File: config.mk
export PLATFORM = sky130hd
export DESIGN_NAME = fb_addr_gen
export DESIGN_NICKNAME = d
export VERILOG_FILES = /design/src/rtl/fbag_pkg.sv /design/src/rtl/fbag_ctrl.sv /design/src/rtl/fbag_map.sv /design/src/rtl/fbag_scale.sv /design/src/rtl/fb_addr_gen.sv
export SDC_FILE = /design/constraint.sdc
export NUM_CORES = 1
export LEC_CHECK = 0
export ABC_AREA = 1
export BUFFER_PORTS_ARGS = -buffer_cell sky130_fd_sc_hd__buf_2
export CAP_MARGIN = 20
export CORE_AREA = 2 2 165 167
export CTS_CLUSTER_DIAMETER = 150
export DETAILED_ROUTE_END_ITERATION = 6
export DIE_AREA = 0 0 167 169
export GPL_TIMING_DRIVEN = 1
export PLACE_DENSITY = 0.69
export SYNTH_ARGS = -nofsm -noshare
export SYNTH_HDL_FRONTEND = slang
export SYNTH_SLANG_ARGS = --single-unit
File: constraint.sdc
create_clock -name clk -period 17.3 [get_ports clk]
set_input_delay 1.73 -clock clk [delete_from_list [all_inputs] [get_ports clk]]
set_output_delay 1.73 -clock clk [all_outputs]
set_load 0.1 [all_outputs]
File: src/rtl/fbag_pkg.sv
package fbag_pkg;

  typedef enum logic [1:0] {
    ROT_0   = 2'd0,
    ROT_90  = 2'd1,
    ROT_180 = 2'd2,
    ROT_270 = 2'd3
  } rot_e;

  function automatic logic [2:0] bytes_of(input logic [1:0] mode);
    case (mode)
      2'd0:    bytes_of = 3'd4;
      2'd1:    bytes_of = 3'd3;
      default: bytes_of = 3'd2;
    endcase
  endfunction

endpackage

File: src/rtl/fbag_ctrl.sv
module fbag_ctrl #(
  parameter int DIM_BITS  = 10,
  parameter int TILE_LOG2 = 3
) (
  input  logic                clk,
  input  logic                rst_n,
  input  logic                start,
  input  logic                tile_req,
  input  logic [DIM_BITS-1:0] req_w_m1,
  input  logic [DIM_BITS-1:0] req_h_m1,
  input  logic [DIM_BITS-1:0] w_m1,
  input  logic [DIM_BITS-1:0] h_m1,
  input  logic                ready,
  output logic                busy,
  output logic                launch,
  output logic [DIM_BITS-1:0] x,
  output logic [DIM_BITS-1:0] y,
  output logic                done,
  output logic                err
);
  localparam logic [TILE_LOG2-1:0] TMASK = '1;

  logic bad_size, fire, last;

  assign bad_size = tile_req && ((req_w_m1[TILE_LOG2-1:0] != TMASK) ||
                                 (req_h_m1[TILE_LOG2-1:0] != TMASK));
  assign launch   = start && !busy && !bad_size;
  assign fire     = busy && ready;
  assign last     = (x == w_m1) && (y == h_m1);

  always_ff @(posedge clk or negedge rst_n) begin
    if (!rst_n) begin
      busy <= 1'b0;
      x    <= '0;
      y    <= '0;
      done <= 1'b0;
      err  <= 1'b0;
    end else begin
      done <= fire && last;
      if (start && !busy) err <= bad_size;
      if (launch) begin
        busy <= 1'b1;
        x    <= '0;
        y    <= '0;
      end else if (fire) begin
        if (last) begin
          busy <= 1'b0;
        end else if (x == w_m1) begin
          x <= '0;
          y <= y + 1'b1;
        end else begin
          x <= x + 1'b1;
        end
      end
    end
  end

  p_pos_in_bounds_r4: assert property (@(posedge clk) disable iff (!rst_n)
    busy |-> (x <= w_m1) && (y <= h_m1));

  p_launch_origin_r2: assert property (@(posedge clk) disable iff (!rst_n)
    launch |=> busy && (x == '0) && (y == '0));

endmodule

File: src/rtl/fbag_map.sv
module fbag_map #(
  parameter int DIM_BITS  = 10,
  parameter int TILE_LOG2 = 3,
  parameter int IDX_W     = 2 * DIM_BITS
) (
  input  logic [DIM_BITS-1:0] x,
  input  logic [DIM_BITS-1:0] y,
  input  logic [DIM_BITS-1:0] w_m1,
  input  logic [DIM_BITS-1:0] h_m1,
  input  fbag_pkg::rot_e      rot,
  input  logic                tile,
  output logic [IDX_W-1:0]    idx
);
  import fbag_pkg::*;

  logic [DIM_BITS-1:0] dx, dy, dw, tpr;
  logic [IDX_W-1:0]    idx_lin, tile_num, idx_til;

  always_comb begin
    case (rot)
      ROT_90: begin
        dx = h_m1 - y;
        dy = x;
        dw = h_m1 + DIM_BITS'(1);
      end
      ROT_180: begin
        dx = w_m1 - x;
        dy = h_m1 - y;
        dw = w_m1 + DIM_BITS'(1);
      end
      ROT_270: begin
        dx = y;
        dy = w_m1 - x;
        dw = h_m1 + DIM_BITS'(1);
      end
      default: begin
        dx = x;
        dy = y;
        dw = w_m1 + DIM_BITS'(1);
      end
    endcase
  end

  assign tpr      = dw >> TILE_LOG2;
  assign idx_lin  = IDX_W'(dy) * IDX_W'(dw) + IDX_W'(dx);
  assign tile_num = IDX_W'(dy >> TILE_LOG2) * IDX_W'(tpr) + IDX_W'(dx >> TILE_LOG2);
  assign idx_til  = (tile_num << (2 * TILE_LOG2)) |
                    IDX_W'({dy[TILE_LOG2-1:0], dx[TILE_LOG2-1:0]});
  assign idx      = tile ? idx_til : idx_lin;

endmodule

File: src/rtl/fbag_scale.sv
module fbag_scale #(
  parameter int IDX_W  = 20,
  parameter int ADDR_W = 32
) (
  input  logic [IDX_W-1:0]  idx,
  input  logic [1:0]        mode,
  input  logic [ADDR_W-1:0] base,
  output logic [ADDR_W-1:0] addr,
  output logic [2:0]        nbytes
);
  localparam int OFF_W = IDX_W + 2;

  logic [OFF_W-1:0] off;

  assign nbytes = fbag_pkg::bytes_of(mode);

  always_comb begin
    case (nbytes)
      3'd4:    off = OFF_W'(idx) << 2;
      3'd3:    off = (OFF_W'(idx) << 1) + OFF_W'(idx);
      default: off = OFF_W'(idx) << 1;
    endcase
  end

  assign addr = base + ADDR_W'(off);

endmodule

File: src/rtl/fb_addr_gen.sv
module fb_addr_gen #(
  parameter int W_FIELD   = 9,
  parameter int H_FIELD   = 10,
  parameter int ADDR_W    = 32,
  parameter int TILE_LOG2 = 3
) (
  input  logic               clk,
  input  logic               rst_n,
  input  logic               start,
  input  logic [W_FIELD-1:0] cfg_w_m1,
  input  logic [H_FIELD-1:0] cfg_h_m1,
  input  logic [1:0]         cfg_rot,
  input  logic               cfg_tile,
  input  logic [1:0]         cfg_mode,
  input  logic [ADDR_W-1:0]  cfg_base,
  output logic               out_valid,
  input  logic               out_ready,
  output logic [ADDR_W-1:0]  out_addr,
  output logic [2:0]         out_bytes,
  output logic               done,
  output logic               err
);
  import fbag_pkg::*;

  localparam int DIM_BITS = (W_FIELD > H_FIELD) ? W_FIELD : H_FIELD;
  localparam int IDX_W    = 2 * DIM_BITS;

  logic [DIM_BITS-1:0] req_w_m1, req_h_m1, w_m1_q, h_m1_q, x, y;
  rot_e                rot_q;
  logic                tile_q, launch;
  logic [1:0]          mode_q;
  logic [ADDR_W-1:0]   base_q;
  logic [IDX_W-1:0]    idx;

  assign req_w_m1 = DIM_BITS'(cfg_w_m1);
  assign req_h_m1 = DIM_BITS'(cfg_h_m1);

  always_ff @(posedge clk or negedge rst_n) begin
    if (!rst_n) begin
      w_m1_q <= '0;
      h_m1_q <= '0;
      rot_q  <= ROT_0;
      tile_q <= 1'b0;
      mode_q <= '0;
      base_q <= '0;
    end else if (launch) begin
      w_m1_q <= req_w_m1;
      h_m1_q <= req_h_m1;
      rot_q  <= rot_e'(cfg_rot);
      tile_q <= cfg_tile;
      mode_q <= cfg_mode;
      base_q <= cfg_base;
    end
  end

  fbag_ctrl #(.DIM_BITS(DIM_BITS), .TILE_LOG2(TILE_LOG2)) u_ctrl (
    .clk(clk), .rst_n(rst_n), .start(start), .tile_req(cfg_tile),
    .req_w_m1(req_w_m1), .req_h_m1(req_h_m1), .w_m1(w_m1_q), .h_m1(h_m1_q),
    .ready(out_ready), .busy(out_valid), .launch(launch), .x(x), .y(y),
    .done(done), .err(err)
  );

  fbag_map #(.DIM_BITS(DIM_BITS), .TILE_LOG2(TILE_LOG2), .IDX_W(IDX_W)) u_map (
    .x(x), .y(y), .w_m1(w_m1_q), .h_m1(h_m1_q), .rot(rot_q), .tile(tile_q),
    .idx(idx)
  );

  fbag_scale #(.IDX_W(IDX_W), .ADDR_W(ADDR_W)) u_scale (
    .idx(idx), .mode(mode_q), .base(base_q), .addr(out_addr), .nbytes(out_bytes)
  );

  p_hold_on_stall_r7: assert property (@(posedge clk) disable iff (!rst_n)
    out_valid && !out_ready |=> out_valid && $stable(out_addr) && $stable(out_bytes));

  p_done_closes_frame_r8: assert property (@(posedge clk) disable iff (!rst_n)
    done |-> !out_valid);

  p_done_single_r8: assert property (@(posedge clk) disable iff (!rst_n)
    done |=> !done);

  p_refused_no_frame_r9: assert property (@(posedge clk) disable iff (!rst_n)
    $rose(err) |-> !out_valid);

  p_bytes_legal_r6: assert property (@(posedge clk) disable iff (!rst_n)
    out_valid |-> (out_bytes >= 3'd2) && (out_bytes <= 3'd4));

  p_idx_in_frame_r4: assert property (@(posedge clk) disable iff (!rst_n)
    out_valid |-> 32'(idx) < (32'(w_m1_q) + 1) * (32'(h_m1_q) + 1));

endmodule

==> results of run 1 <==
cell families after synthesis:
family                     Yosys count
AOI/OAI and AO/OA                  293
xor gates and xnor gates            67
adders and majority gates          237
buffers and inverters              398
DFF                                 79
and+or+nand+nor                    775
final cells by class:
type | instances | area (um2) | share of cell area [%]
tap | 341 | 427 | 3.07
clock inverter | 5 | 42.5 | 0.306
inverter | 368 | 1390 | 9.98
clock buffer | 10 | 239 | 1.72
sequential | 79 | 1980 | 14.2
multi-input combinational | 1372 | 9270 | 66.8
timing repair buffer | 103 | 546 | 3.93
tightest hold or removal path, stage by stage, from the launching register on:
cell     delay (ps)
dfrtp_1         350
nand2_1          60
nand2_1          40
per-stage QoR:
step / util [%] / setup slack (ps) / hold slack [ps] / area (um2) / std cells
after floorplan: - / 5540 / 448 / 12800 / 1849
after global placement: 51.3 / 4520 / 465 / 13600 / 2262
after detailed placement: 51.3 / 4440 / 470 / 13600 / 2262
after CTS: 52.3 / 4010 / 485 / 13900 / 2277
after global routing: 52.4 / 3020 / 510 / 13900 / 2278
final: 52.4 / 3980 / 483 / 13900 / 2278
cell usage in the layout (no fill, tap or decap), drive strengths merged, types with 79 or more instances in the layout:
cell,count
nand3,84
buf,103
o21ai,114
nand2,491
ha,144
inv,367
nor2,143
a21oi,98
dfrtp,79
fa,93
layer usage:
metal	vias to the layer above	track usage, %	part of all wire (%)
li1	6019	-	-
met1	5617	38.5	47
met2	382	42.7	44
met3	50	3.58	6.5
met4	0	7.35	2.2
met5	-	0	0
flip-flops by register name (all words and copies together), names as in the netlist:
signal       flops
mode_q           2
h_m1_q          10
u_ctrl.y        10
tile_q           1
u_ctrl.err       1
u_ctrl.x        10
base_q          32
rot_q            2
u_ctrl.done      1
w_m1_q           9
u_ctrl.busy      1
worst paths after layout:
kind / start / endpoint / slack, ps
worst max-delay path: rot_q[0] / out_addr[31] / 3980
worst min-delay path: base_q[3] / base_q[3] / 480
worst max register to register: u_ctrl.busy / u_ctrl.y[9] / 14230
worst min register to register: base_q[3] / base_q[3] / 480
max in group asynchronous: rst_n / base_q[14] / 14970
min in group asynchronous: rst_n / rot_q[0] / 1260
==> flow_summary.ini, run 1 <==
[worst_setup_path]
cp.depth = 49
path_max_fanout = 29
ff2ff_path_depth = 12
cpMaxStageDelayCell = dfrtp_1
path_delay_family = adder cells
crit_top_cell = nand2_1
required_ps = 15570
startpoint_type = register
cp.arrival_ps = 11590
critPathKind = reg2out
crit_buf_inv = 9
critPathMaxStageDelay_ps = 1070
cp-end-kind = output pin

[yosys]
synthArstFlopShare_pct = 100
synthSimpleGateAreaFrac_pct = 25.8
synthXorXnorAreaFrac_pct = 4.74
synth_cell_type_count = 52
syn_nets = 2146
yosys_warnings = 0
synthMuxAreaShare_pct = 0
syn_inst = 1849
synth.most_common_cell = nand2_1
ys_top_cells_by_area = dfrtp_1 15%, fa_1 15%, ha_1 14%, nand2_1 14%, inv_1 10%
synth_compound_area_share_pct = 13.3
yosysTopAreaCell = dfrtp_1
ys.flop_type = dfrtp_1
netlist_top_cells_count = 470 x nand2_1, 356 x inv_1, 144 x ha_1
syn_area_um2 = 12800
synth-seq-cells = 79
synth-edff-count = 0
ys_seq_area_share_pct = 15.5
synth_top_family_by_area = adder cells
synth_top_area_share_pct = 15.5
synthAdderAreaFrac_pct = 28.7
synth_area_per_cell_um2 = 6.91

[timing]
slew_headroom_pct = 25.7
setup_violations = 0
min_period_ps = 13320
min_period_over_period_pct = 77.0
max_freq_mhz = 75.1
slew_viol_final = 0
tightest_slew_ps = 1110
clock_skew_ps = 10.7
tns_ps = 0
final_hold_viol_count = 0
rsz0062_at_grt = false

[min_path]
min_path_cells = 2
hp-class = reg2reg

[routing]
detail-route-antenna-nets = 0
drt_iter0_markers = 894
drtPass1Iterations = 5
drc = 0
wl_per_cell_um = 16.2
wirelength_um = 36800
vias = 12100
route.detailed.vias_per_inst = 5.30

[final_layout]
drive_above_1_share_pct = 9.81
area_growth_pct = 8.75
nets = 2230
fillCellCount = 2698
antennaDiodeCount = 0

[cts]
cts_max_level = 3
cts-resized-gates = 0
cts_setup_buffers = 0
clock_latency_ps = 350
cts_tree = built
cts_hold_buf = 0
cts.sinks = 79
clockBufferDepth = 2
root_buffer = clkbuf_16
numCtsBuffers = 9
clkTransAtPathRegs_ps = 70

[floorplan]
rows = 60
io_pins = 98
initial_core_util_pct = 48.2
die_area_um2 = 28200
die_y_um = 169
core_um2 = 26500
die_w_um = 167

[job]
drv_cap = 0

[grt]
grt_pass1_wl_um = 61100
grt_pass1_vias = 11900
grt_max_degree = 85
grt.total_usage_pct = 26.9
antenna_found_initial = 0
grt.overflow.total = 0

[placed_design]
gp_congestion = 0.990
dp_hpwl_um = 30400
port_buffers = 97

[run_status]
status = complete, no violations
Power of run 1 is not shown: default switching activity piles up to over one toggle a cycle in this logic, so the estimate is an artifact.
==> run 2: changes to the inputs <==
- clock period: 17.3 -> 12.3 ns (I/O delays scaled with it)
==> run 2 against run 1 <==
First-iteration DRC count is 4.6% lower. Setup slack worse by 3200 ps. Wire length hardly changed. Final area is 0.99% higher. Final cell count is 0.22% higher. Critical path depth is 1 higher. Critical path type unchanged. Sequential share of layout area is 0.13 points lower. Global-route usage is 0.12 points lower.
==> flow_summary.ini, run 2 (synthesis results as in run 1) <==
[floorplan]
die_y_um = 169
die_w_um = 167
initial_core_util_pct = 48.2
die_area_um2 = 28200
rows = 60
core_um2 = 26500
io_pins = 98

[worst_setup_path]
startpoint_type = register
cp-end-kind = output pin
path_max_fanout = 6
critPathMaxStageDelay_ps = 560
crit_top_cell = nand2_1
cpMaxStageDelayCell = fa_1
required_ps = 11070
cp.arrival_ps = 10270
critPathKind = reg2out

[timing]
min_period_ps = 11500
whs_ps = 484
clock_skew_ps = 10.6
max_freq_mhz = 87.0
final_hold_viol_count = 0
rsz0062_at_grt = false
tns_ps = 0
tightest_slew_ps = 1080
setup_violations = 0
slew_headroom_pct = 27.7
slew_viol_final = 0
min_period_over_period_pct = 93.5

[final_layout]
largest_reg_flops = 32
final_cell_mix = 469 x nand2_1, 355 x inv_1, 144 x ha_1, 134 x nor2_1, 94 x a21oi_1
antennaDiodeCount = 0
regMostFlops = base_q
nets = 2234
layout_commonest_cell = nand2_1
drive_above_1_share_pct = 10.8
area_growth_pct = 9.83

[job]
drv_cap = 0

[cts]
cts.sinks = 79
cts_setup_buffers = 0
clockBufferDepth = 2
root_buffer = clkbuf_16
clock_latency_ps = 350
cts_max_level = 3
clkTransAtPathRegs_ps = 70
cts_tree = built
numCtsBuffers = 9

[min_path]
hp-class = reg2reg

[placed_design]
gp_congestion = 0.982
dp_hpwl_um = 30400
port_buffers = 97

[routing]
route.detailed.vias_per_inst = 5.27
wirelength_um = 36800
detail-route-antenna-nets = 0
vias = 12000
drt_iter0_markers = 853
drc = 0
drtPass1Iterations = 5
wl_per_cell_um = 16.1

[grt]
grt_pass1_vias = 12000
grt_pass1_wl_um = 61100
grt.total_usage_pct = 26.8
grt_max_degree = 85
grt.overflow.total = 0
antenna_found_initial = 0

[run_status]
status = complete, no violations
[run 2: changes by cell type in the layout (fill, tap and decap cells not counted), moves of 2 or more]
cell and delta:
a31oi_1 -3, buf_2 -7, a31oi_2 +3, o21ai_2 +6
buf_6 +2, buf_4 +5, clkbuf_4 +5, o21ai_0 -5
[run 2: area by class of cell]
cell class | count | area [um2]
tap | 341 | 427
multi-input combinational | 1372 | 9330
timing repair buffer | 107 | 588
clock inverter | 7 | 91.3
inverter | 368 | 1390
sequential | 79 | 1980
clock buffer | 9 | 225
fill | 2701 | 12500
[run 2: layer usage]
metal | up-vias | share of wire, % | GRT usage (%) | wire (um)
li1 | 6020 | - | - | -
met1 | 5596 | 46 | 38.4 | 17100
met2 | 374 | 45 | 42.7 | 16400
met3 | 48 | 6.5 | 3.20 | 2410
met4 | 0 | 2.4 | 7.50 | 871
met5 | - | 0 | 0 | 0
[run 2: repair_timing]
| item | 4_1_cts | 5_1_grt |
|---|---|---|
| setup endpoints to repair | 1 | 17 |
| hold buffers | 0 | 0 |
| gates resized for setup | 1 | 28 |
[run 2: path summary, 6_finish.rpt]
check                           cells after the start  slack (ps)         from            to
worst max register to register                     12        9350  u_ctrl.busy   u_ctrl.y[9]
worst min register to register                      2         480    base_q[0]     base_q[0]
max in group asynchronous                           2       10470        rst_n    base_q[12]
worst min-delay path                                2         480    base_q[0]     base_q[0]
worst max-delay path                               50         800  u_ctrl.y[0]  out_addr[29]
min in group asynchronous                           1         750        rst_n     w_m1_q[0]
[run 2: per-stage QoR]
step	cells	worst slack [ps]	util, %	instance area [um2]
finish	2283	805	52.9	14000
global route	2283	12.9	52.9	14000
CTS	2283	42.5	52.6	13900
detailed placement	2267	410	51.4	13600
global placement	2267	367	51.4	13600
floorplan	1849	1040	-	12800
[run 2: critical path: cells and delay by family (launching register included)]
family,cells,cell delay [ps]
compound gates,10,1750
xor+xnor,2,350
fa+ha+maj,10,4310
buf+inv,8,990
flops,1,420
simple gates,20,2070
Power of run 2 is left out for the same reason.
